File: config.mk
export PLATFORM = sky130hd
export DESIGN_NAME = mc_core
export DESIGN_NICKNAME = d
export VERILOG_FILES = /design/src/rtl/mc_pkg.sv /design/src/rtl/mc_alu.sv /design/src/rtl/mc_regfile.sv /design/src/rtl/mc_control.sv /design/src/rtl/mc_datapath.sv /design/src/rtl/mc_core.sv
export SDC_FILE = /design/constraint.sdc
export NUM_CORES = 2
export LEC_CHECK = 0
export BUFFER_PORTS_ARGS = -buffer_cell sky130_fd_sc_hd__buf_2
export CORE_ASPECT_RATIO = 0.75
export CORE_MARGIN = 2
export CORE_UTILIZATION = 44
export DETAILED_ROUTE_END_ITERATION = 6
export GPL_TIMING_DRIVEN = 1
export SLEW_MARGIN = 15
export SYNTH_ARGS = -nofsm -noshare
export SYNTH_HDL_FRONTEND = slang
export SYNTH_SLANG_ARGS = --single-unit
File: constraint.sdc
create_clock -name clk -period 5.7 [get_ports clk]
set_clock_uncertainty 0.15 [all_clocks]
set_input_delay 0.285 -clock clk [delete_from_list [all_inputs] [get_ports clk]]
set_output_delay 0.285 -clock clk [all_outputs]
set_load 0.1 [all_outputs]
File: src/rtl/mc_pkg.sv
`timescale 1ns/1ps
package mc_pkg;

  localparam logic [5:0] OP_REG    = 6'h00;
  localparam logic [5:0] OP_JUMP   = 6'h02;
  localparam logic [5:0] OP_BRANCH = 6'h04;
  localparam logic [5:0] OP_LOAD   = 6'h23;
  localparam logic [5:0] OP_STORE  = 6'h2B;

  // ALU operand-B selector codes
  localparam logic [1:0] SRCB_REG   = 2'b00;
  localparam logic [1:0] SRCB_FOUR  = 2'b01;
  localparam logic [1:0] SRCB_IMM   = 2'b10;
  localparam logic [1:0] SRCB_IMMX4 = 2'b11;

  // next-PC selector codes
  localparam logic [1:0] PCSEL_ALU  = 2'b00;
  localparam logic [1:0] PCSEL_HELD = 2'b01;
  localparam logic [1:0] PCSEL_JUMP = 2'b10;

  // ALU function class
  localparam logic [1:0] ALUCLS_ADD  = 2'b00;
  localparam logic [1:0] ALUCLS_SUB  = 2'b01;
  localparam logic [1:0] ALUCLS_FUNC = 2'b10;

  typedef enum logic [3:0] {
    S_FETCH, S_DECODE, S_ADDR, S_LDMEM, S_LDWB,
    S_STMEM, S_EXEC, S_RWB, S_BRANCH, S_JUMP
  } state_e;

  typedef struct packed {
    logic       pcWrite;
    logic       pcWriteCond;
    logic       iorD;
    logic       memRead;
    logic       memWrite;
    logic       irWrite;
    logic       memToReg;
    logic       regDst;
    logic       regWrite;
    logic       aluSrcA;
    logic [1:0] aluSrcB;
    logic [1:0] aluCls;
    logic [1:0] pcSel;
  } ctrl_t;

endpackage

File: src/rtl/mc_alu.sv
`timescale 1ns/1ps
module mc_alu
  import mc_pkg::*;
#(
  parameter int XLEN = 32
) (
  input  logic [1:0]      aluCls,
  input  logic [3:0]      funcLow,
  input  logic [XLEN-1:0] opA,
  input  logic [XLEN-1:0] opB,
  output logic [XLEN-1:0] result,
  output logic            zero
);

  logic [2:0] sel;

  // reduced decode of class and low funct bits into a 3-bit select
  always_comb begin
    sel[2] = aluCls[0] | (aluCls[1] & funcLow[1]);
    sel[1] = ~aluCls[1] | ~funcLow[2];
    sel[0] = aluCls[1] & (funcLow[0] | funcLow[3]);
  end

  always_comb begin
    unique case (sel)
      3'b000:  result = opA & opB;
      3'b001:  result = opA | opB;
      3'b110:  result = opA - opB;
      3'b111:  result = {{(XLEN-1){1'b0}}, ($signed(opA) < $signed(opB))};
      default: result = opA + opB;
    endcase
  end

  assign zero = (result == '0);

endmodule

File: src/rtl/mc_regfile.sv
`timescale 1ns/1ps
module mc_regfile #(
  parameter int XLEN    = 32,
  parameter int REG_CNT = 32,
  localparam int REG_AW = $clog2(REG_CNT)
) (
  input  logic              clk,
  input  logic              rstN,
  input  logic [REG_AW-1:0] rdIdxA,
  input  logic [REG_AW-1:0] rdIdxB,
  output logic [XLEN-1:0]   rdDataA,
  output logic [XLEN-1:0]   rdDataB,
  input  logic              wrEn,
  input  logic [REG_AW-1:0] wrIdx,
  input  logic [XLEN-1:0]   wrData
);

  logic [XLEN-1:0] regs [REG_CNT];

  always_ff @(posedge clk) begin
    if (!rstN) begin
      for (int i = 0; i < REG_CNT; i++) regs[i] <= '0;
    end else if (wrEn) begin
      regs[wrIdx] <= wrData;
    end
  end

  assign rdDataA = regs[rdIdxA];
  assign rdDataB = regs[rdIdxB];

endmodule

File: src/rtl/mc_control.sv
`timescale 1ns/1ps
module mc_control
  import mc_pkg::*;
(
  input  logic   clk,
  input  logic   rstN,
  input  logic [5:0] opcode,
  output ctrl_t  ctrl,
  output state_e state
);

  state_e nextState;

  always_ff @(posedge clk) begin
    if (!rstN) state <= S_FETCH;
    else       state <= nextState;
  end

  always_comb begin
    nextState = S_FETCH;
    unique case (state)
      S_FETCH:  nextState = S_DECODE;
      S_DECODE: begin
        unique case (opcode)
          OP_REG:              nextState = S_EXEC;
          OP_LOAD, OP_STORE:   nextState = S_ADDR;
          OP_BRANCH:           nextState = S_BRANCH;
          OP_JUMP:             nextState = S_JUMP;
          default:             nextState = S_FETCH;
        endcase
      end
      S_ADDR:   nextState = (opcode == OP_LOAD) ? S_LDMEM : S_STMEM;
      S_LDMEM:  nextState = S_LDWB;
      S_EXEC:   nextState = S_RWB;
      default:  nextState = S_FETCH;
    endcase
  end

  always_comb begin
    ctrl = '0;
    unique case (state)
      S_FETCH: begin
        ctrl.memRead = 1'b1;
        ctrl.irWrite = 1'b1;
        ctrl.aluSrcB = SRCB_FOUR;
        ctrl.aluCls  = ALUCLS_ADD;
        ctrl.pcSel   = PCSEL_ALU;
        ctrl.pcWrite = 1'b1;
      end
      S_DECODE: begin
        ctrl.aluSrcB = SRCB_IMMX4;   // branch target precomputed
        ctrl.aluCls  = ALUCLS_ADD;
      end
      S_ADDR: begin
        ctrl.aluSrcA = 1'b1;
        ctrl.aluSrcB = SRCB_IMM;
        ctrl.aluCls  = ALUCLS_ADD;
      end
      S_LDMEM: begin
        ctrl.iorD    = 1'b1;
        ctrl.memRead = 1'b1;
      end
      S_LDWB: begin
        ctrl.regWrite = 1'b1;
        ctrl.memToReg = 1'b1;
      end
      S_STMEM: begin
        ctrl.iorD     = 1'b1;
        ctrl.memWrite = 1'b1;
      end
      S_EXEC: begin
        ctrl.aluSrcA = 1'b1;
        ctrl.aluSrcB = SRCB_REG;
        ctrl.aluCls  = ALUCLS_FUNC;
      end
      S_RWB: begin
        ctrl.regDst   = 1'b1;
        ctrl.regWrite = 1'b1;
      end
      S_BRANCH: begin
        ctrl.aluSrcA     = 1'b1;
        ctrl.aluSrcB     = SRCB_REG;
        ctrl.aluCls      = ALUCLS_SUB;
        ctrl.pcWriteCond = 1'b1;
        ctrl.pcSel       = PCSEL_HELD;
      end
      S_JUMP: begin
        ctrl.pcWrite = 1'b1;
        ctrl.pcSel   = PCSEL_JUMP;
      end
      default: ;
    endcase
  end

endmodule

File: src/rtl/mc_datapath.sv
`timescale 1ns/1ps
module mc_datapath
  import mc_pkg::*;
#(
  parameter int XLEN    = 32,
  parameter int REG_CNT = 32,
  localparam int REG_AW = $clog2(REG_CNT)
) (
  input  logic            clk,
  input  logic            rstN,
  input  ctrl_t           ctrl,
  input  logic [XLEN-1:0] memRdData,
  output logic [XLEN-1:0] memAddr,
  output logic [XLEN-1:0] memWrData,
  output logic [5:0]      opcode,
  output logic [XLEN-1:0] pcOut
);

  logic [XLEN-1:0] pc, instr, mdr, regA, regB, aluOut;
  logic [XLEN-1:0] rdDataA, rdDataB, srcA, srcB, aluRes, pcNext;
  logic [XLEN-1:0] immExt, jumpTarget, wrData;
  logic [REG_AW-1:0] wrIdx;
  logic aluZero, pcEn;

  assign immExt     = {{(XLEN-16){instr[15]}}, instr[15:0]};
  assign jumpTarget = {pc[XLEN-1:28], instr[25:0], 2'b00};
  assign opcode     = instr[31:26];
  assign pcOut      = pc;

  assign srcA = ctrl.aluSrcA ? regA : pc;

  always_comb begin
    unique case (ctrl.aluSrcB)
      SRCB_REG:  srcB = regB;
      SRCB_FOUR: srcB = XLEN'(4);
      SRCB_IMM:  srcB = immExt;
      default:   srcB = immExt << 2;
    endcase
  end

  mc_alu #(.XLEN(XLEN)) u_alu (
    .aluCls  (ctrl.aluCls),
    .funcLow (instr[3:0]),
    .opA     (srcA),
    .opB     (srcB),
    .result  (aluRes),
    .zero    (aluZero)
  );

  always_comb begin
    unique case (ctrl.pcSel)
      PCSEL_ALU:  pcNext = aluRes;
      PCSEL_HELD: pcNext = aluOut;
      default:    pcNext = jumpTarget;
    endcase
  end

  assign pcEn = ctrl.pcWrite | (ctrl.pcWriteCond & aluZero);

  assign wrIdx  = ctrl.regDst ? instr[11 +: REG_AW] : instr[16 +: REG_AW];
  assign wrData = ctrl.memToReg ? mdr : aluOut;

  mc_regfile #(.XLEN(XLEN), .REG_CNT(REG_CNT)) u_regs (
    .clk     (clk),
    .rstN    (rstN),
    .rdIdxA  (instr[21 +: REG_AW]),
    .rdIdxB  (instr[16 +: REG_AW]),
    .rdDataA (rdDataA),
    .rdDataB (rdDataB),
    .wrEn    (ctrl.regWrite),
    .wrIdx   (wrIdx),
    .wrData  (wrData)
  );

  always_ff @(posedge clk) begin
    if (!rstN) begin
      pc     <= '0;
      instr  <= '0;
      mdr    <= '0;
      regA   <= '0;
      regB   <= '0;
      aluOut <= '0;
    end else begin
      if (pcEn)         pc    <= pcNext;
      if (ctrl.irWrite) instr <= memRdData;
      mdr    <= memRdData;
      regA   <= rdDataA;
      regB   <= rdDataB;
      aluOut <= aluRes;
    end
  end

  assign memAddr   = ctrl.iorD ? aluOut : pc;
  assign memWrData = regB;

endmodule

File: src/rtl/mc_core.sv
`timescale 1ns/1ps
module mc_core
  import mc_pkg::*;
#(
  parameter int XLEN    = 32,
  parameter int REG_CNT = 32
) (
  input  logic            clk,
  input  logic            rstN,
  output logic [XLEN-1:0] memAddr,
  output logic            memRead,
  output logic            memWrite,
  output logic [XLEN-1:0] memWrData,
  input  logic [XLEN-1:0] memRdData
);

  ctrl_t           ctrl;
  state_e          state;
  logic [5:0]      opcode;
  logic [XLEN-1:0] pcVal;

  mc_control u_ctrl (
    .clk    (clk),
    .rstN   (rstN),
    .opcode (opcode),
    .ctrl   (ctrl),
    .state  (state)
  );

  mc_datapath #(.XLEN(XLEN), .REG_CNT(REG_CNT)) u_dp (
    .clk       (clk),
    .rstN      (rstN),
    .ctrl      (ctrl),
    .memRdData (memRdData),
    .memAddr   (memAddr),
    .memWrData (memWrData),
    .opcode    (opcode),
    .pcOut     (pcVal)
  );

  assign memRead  = ctrl.memRead;
  assign memWrite = ctrl.memWrite;

endmodule

Word-level counts from Yosys, hierarchy flattened
Memory sizes are Yosys's and may differ from the RTL's. A register that Yosys moved wholly into a read port is not among the register bits.
Cells that the tools add are included.
- logic and storage cells: 86
- output and inout bits: 66
- memories: 1
- input bits: 34
- register bits after elaboration: 132
- bits in writable memories: 1024
- memories (memory ; depth ; bits a word ; rd ports ; clocked after Yosys merged registers in ; wr ports ; RTL line ; source):
    u_dp.u_regs.regs ; 32 ; 32 ; 2 ; 2 ; 32 ; mc_regfile.sv:18 ; logic [XLEN-1:0] regs [REG_CNT];
- add/sub/neg operators: 2
- bitwise logic cells: 11
- eq/ne operators: 19
- magnitude comparators: 1
- reductions and logical operators: 17
- multiplexer cells: 29
- operators with widths (operator ; count):
    32-bit 2-to-1 mux ; 4
    32-bit case mux with 4 select lines ; 1
    32-bit case mux with 3 select lines ; 1
    32-bit case mux with 2 select lines ; 1
    4-bit case mux with 5 select lines ; 2
    32-bit adder ; 1
    32-bit bitwise AND ; 1
    32-bit logical NOT ; 1
    32-bit less-than comparator ; 1
    32-bit OR ; 1
    32-bit OR reduction ; 1
    32-bit subtractor ; 1
    4-bit by 3-bit == test with 1-bit output (second input constant) ; 4
    4-bit case mux with 4 select lines ; 1
    1-bit 2-to-1 mux ; 15
    6-bit == test (second input constant) ; 2
    5-bit 2-to-1 mux ; 2
    2-bit OR reduction ; 5
    4-bit by 2-bit == test with 1-bit output (second input constant) ; 2
    4-bit == test (second input constant) ; 2
    3-bit == test (second input constant) ; 2
    6-bit by 2-bit == test with 1-bit output (second input constant) ; 1
    6-bit by 3-bit == test with 1-bit output (second input constant) ; 1
    6-bit logical NOT ; 1
    16 further kinds ; 25

Logic depth before layout (Yosys ltp)
- word-level depth: 10
- mapped depth: 23

Cells and area by module
From an unflattened synthesis, not the netlist that was laid out.
- cells, all modules: 6219
- area total of the unflattened synthesis: 69475.4 µm²
- modules (own cells, without submodules) (module ; seq. area each (µm²) ; cells each ; area an instance (µm²) ; instances):
    mc_regfile ; 30749.5 ; 4646 ; 55754.7 ; 1
    mc_datapath ; 3843.7 ; 736 ; 8052.7 ; 1
    mc_alu ; 0.0 ; 782 ; 5248.8 ; 1
    mc_control ; 80.1 ; 55 ; 419.2 ; 1

Worst setup path after synthesis
Ideal clock, no wire load.
- path kind: reg-to-reg
- from: register u_ctrl.state[1]
- to: register u_dp.pc[13] (netlist: u_dp.pcOut[13])
- library setup time: 72 ps
- clock period less this slack: 6026 ps
- stages on the path, launching flop included: 21
- data required time: 5478 ps
- arrival time: 5804 ps
- setup slack: -326 ps
- path through: dfxtp_1 buf_6 or3b_1 buf_2 a21oi_1 clkbuf_1 mux2_2 ha_1 buf_6 or4_4 a211oi_2 nor3_2 a22oi_4 nor3_2 or4_4 a2111o_1 or4_4 or4b_4 nand2_2 buf_4 mux2i_1
- cells in the longest elaborated chain, start to end: 9
- elaborated cells between the ends (all ways): 39
- those cells by class: add/sub: 2; order compare: 1; eq/ne: 11; mux: 9; bitwise: 9; reduce/logical: 7
- ends and longest elaborated chain (item ; RTL line ; source):
    from (decl) ; mc_control.sv:9 ; output state_e state
    from (signal assigned) ; mc_control.sv:16 ; else state <= nextState;
    4-bit == test, or another cell as far along ; mc_control.sv:41 ; unique case (state)
    4-bit case mux with 5 select lines or 3-bit OR reduction (tied branches) ; n/a ;
    2-bit == test, or another cell as far along ; mc_datapath.sv:33 ; unique case (ctrl.aluSrcB)
    32-bit case mux with 3 select lines, or another cell as far along ; mc_datapath.sv:33 ;
    32-bit adder, or another cell as far along ; mc_alu.sv:30 ; default: result = opA + opB;
    32-bit case mux with 4 select lines ; mc_alu.sv:25 ; unique case (sel)
    32-bit logical NOT ; mc_alu.sv:34 ; assign zero = (result == '0);
    1-bit bitwise AND ; mc_datapath.sv:58 ; assign pcEn = ctrl.pcWrite | (ctrl.pcWriteCond & aluZero);
    1-bit OR ; mc_datapath.sv:58 ;
    to (signal assigned) ; mc_datapath.sv:84 ; if (pcEn) pc <= pcNext;
    to (decl) ; mc_datapath.sv:19 ; logic [XLEN-1:0] pc, instr, mdr, regA, regB, aluOut;
Several ways; a longest one is shown, not always the timed one.
A chain may end at the register's enable or synchronous reset.

Worst setup path after layout
- from: register u_ctrl.state[1]
- to: register u_dp.pc[7] (netlist: u_dp.pcOut[7])
Same word-level chain as after synthesis.

==> flow_summary.json <==
{
  "postSynthAreaPerCell_um2": 13.3,
  "synthTopCellsByArea": "edfxtp_1, mux4_2, nor2_1",
  "final_common_cell": "nor2_1",
  "async_flop_share_pct": 0,
  "internal_power_uw": 19900,
  "dieHeight_um": 337,
  "dr.pass1.iters": 6,
  "start_util_pct": 44.2,
  "clk_pin_slew_ns": 0.07,
  "fillCellCount": 12600,
  "fin_setup_tns_ns": -17.71,
  "clock_power_share_pct": 25.3,
  "gp_congestion": 0.988,
  "cts_num_sinks": 1220,
  "p_comb_share_pct": 40.5,
  "area_delta_synth_final_pct": 16.7,
  "ys_types": 96,
  "cts_tree": "yes",
  "grt_pass1_wl_um": 333000,
  "reg2reg_depth": 22,
  "crit_path_max_fanout": 7,
  "die_w_um": 448,
  "wl_per_cell_um": 32.4,
  "drive_gt1_share_pct": 32.3,
  "vias": 46800,
  "antenna_found_initial": 4,
  "worst_slack_ns": -0.626,
  "crit_path_end_kind": "register",
  "cp_data_required_time_ns": 6.24,
  "fin_util_pct": 51.6,
  "yosysWarnings": 0,
  "clkLatencyLatePin_ns": 0.78,
  "hpwl_um": 148000,
  "synth-edff-count": 1024,
  "peakVddDrop_mv": 0.315,
  "violations": "negative setup slack",
  "worstPathArrival_ns": 6.87,
  "rsz0062_at_grt": "yes",
  "p_per_area_nw_per_um2": 418,
  "layout_common_cells": "nor2_1, edfxtp_1, mux4_2",
  "dieArea_um2": 151000,
  "status": "finished with violations",
  "drt_wl_total_um": 236000,
  "instances_no_fill": 7287,
  "synth_top_area_share_pct": 47.3,
  "max_slew_margin_pct": 16.6,
  "cp-start-kind": "register",
  "clock_path_buffers": 3,
  "viasPerCell": 6.42,
  "r2r-start": "u_ctrl.state[1]",
  "p_leak_uw": 0.0259,
  "yosys.area.top_type": "edfxtp_1",
  "grt_start_max_net_pins": 124,
  "numCtsBuffers": 116,
  "overflow": 0,
  "min_from": "rstN",
  "nets": 5338,
  "finalMaxSlewViolations": 0,
  "ant_nets": 0,
  "min_period_ns": 6.33,
  "diodes": 0,
  "hold_end": "u_dp.pcOut[16]",
  "post-place-ws_ns": -1.69,
  "grtUsageTotal_pct": 31.0,
  "ios": 100,
  "worst_hold_slack_ns": 0.0944,
  "fmaxAchievable_ghz": 0.158,
  "htreeDepth": 3,
  "rows": 122,
  "setup_viol": 32,
  "hold_path.class": "in -> reg",
  "cap_violations": 0,
  "synth_ff_type": "edfxtp_1",
  "fin_crit_sh_pct": 111,
  "swShare_pct": 37.5,
  "cts-root-buf": "clkbuf_16",
  "finalHoldViolations": 0,
  "drt_iter0_drc": 6923,
  "grt_pass1_vias": 45000,
  "syn-num-nets": 5036,
  "ys_seq_area_share_pct": 53.3,
  "post-route-drc-count": 0,
  "synthCells": 4904,
  "ys_ff_latch": 1220,
  "design.core.area_um2": 147000,
  "p_switching_uw": 11900,
  "startpoint": "u_ctrl.state[1]",
  "reg2reg_to": "u_dp.pcOut[7]",
  "crit_type": "reg -> reg",
  "dp_cells": 7003,
  "hold_path_depth": 3,
  "seqPwrFrac_pct": 34.2,
  "syn_area_um2": 65000,
  "portBuffers": 99,
  "worst_pin_slew_ns": 1.23,
  "rrSetupSlack_ns": -0.63
}
registers in the layout, indices dropped and copies added, names as in the netlist:
name / flops
u_dp.instr: 32
u_dp.pcOut: 32
u_dp.u_regs.regs: 1024
u_dp.aluOut: 32
u_dp.regA: 32
u_dp.memWrData: 32
u_dp.mdr: 32
u_ctrl.state: 4
critical path, stage by stage, from the launching register on:
cell and delay [ns]:
dfxtp_2 0.33, or3b_4 0.41, a21oi_4 0.15, buf_6 0.15, buf_12 0.13, mux2_4 0.32, ha_4 0.22, buf_6 0.11
or4_4 0.57, nor4b_4 0.36, buf_4 0.17, and2_4 0.19, a211oi_4 0.12, nor2_4 0.13, o211ai_1 0.10, buf_4 0.24
nor4_4 0.42, nand4_1 0.25, or4_4 0.57, or4b_4 0.55, nand2_8 0.18, buf_12 0.17, mux2i_1 0.21
cells by family (layout without fill, tap and decap cells):
| family | after synthesis | count (layout) | synth area share, % |
|---|---|---|---|
| flops | 1220 | 1220 | 53.3 |
| xor+xnor | 15 | 15 | 0.202 |
| compound gates | 506 | 506 | 5.54 |
| buf+inv | 564 | 963 | 3.36 |
| fa+ha+maj | 98 | 98 | 1.91 |
| simple gates | 1705 | 1705 | 10.9 |
| mux | 796 | 796 | 24.7 |
routing by layer:
layer | GRT usage [%] | wire length, um | vias up
met2 | 45.3 | 103000 | 3152
met3 | 7.06 | 28400 | 443
met5 | 0 | 13 | -
met4 | 9.27 | 8050 | 2
li1 | - | - | 19100
met1 | 46.2 | 96600 | 24100
cells in the mapped netlist (12+ instances only):
master    count
o221ai_1     26
ha_1         96
nor3_1       22
a211oi_1     27
nor2b_1      65
o21ai_0      77
inv_1        95
and2_1       57
mux2i_1      86
a22o_1       13
a21oi_1      95
nand4_1      12
nor2_1     1116
clkbuf_1    380
edfxtp_1   1024
buf_2        16
mux4_2      640
dfxtp_1     196
a21o_1       17
a31oi_1      12
a21boi_0     67
o211ai_1     26
o31ai_1      20
buf_1        64
nand2_1     336
or2_2        13
mux2_2       70
nand3_1      15
area by class of cell:
type,instances,area [um^2],share of cell area (%)
flip-flops and latches,1220,34700,45.7
clock buffers,154,3170,4.18
clock inverters,61,734,0.968
repair buffers,652,5260,6.93
inverters,96,365,0.481
multi-input cells,3120,29200,38.4
well taps,1984,2480,3.27
what timing repair did:
item	in CTS	in global routing
hold buffers	32	0
resized for setup	74	17
pin swaps	25	19
endpoints found under the setup margin	32	32
buffers inserted	16	12
gates cloned	2	1
endpoints found under the hold margin	64	0
metrics by stage:
| stage | power, uW | area [um^2] |
|---|---|---|
| finish | 31700 | 75900 |
| global route | 32800 | 75900 |
| CTS | 31300 | 75500 |
| detailed placement | 22900 | 70700 |
| global placement | 22900 | 70700 |
| floorplan | 17800 | 65000 |
worst max path at each step:
stage	cells after the start	end	slack (ns)
6_report	22	u_dp.pcOut[7]	-0.63
5_1_grt	21	u_dp.pcOut[7]	-0.73
4_1_cts	22	u_dp.pcOut[7]	-0.48
3_5_place_dp	21	u_dp.pcOut[3]	-1.69
3_3_place_gp	21	u_dp.pcOut[10]	-1.71
2_1_floorplan	20	u_dp.pcOut[5]	-0.003
power groups by stage:
stage / sequential (uW) / combinational [uW] / clock, uW
CTS: 10900 / 12400 / 8100
floorplan: 10900 / 6880 / 0
global placement: 11000 / 11800 / 0
finish: 10900 / 12800 / 8030
global route: 10900 / 13400 / 8440
detailed placement: 11000 / 11800 / 0
No activity file was read; power rests on OpenSTA's default activity.
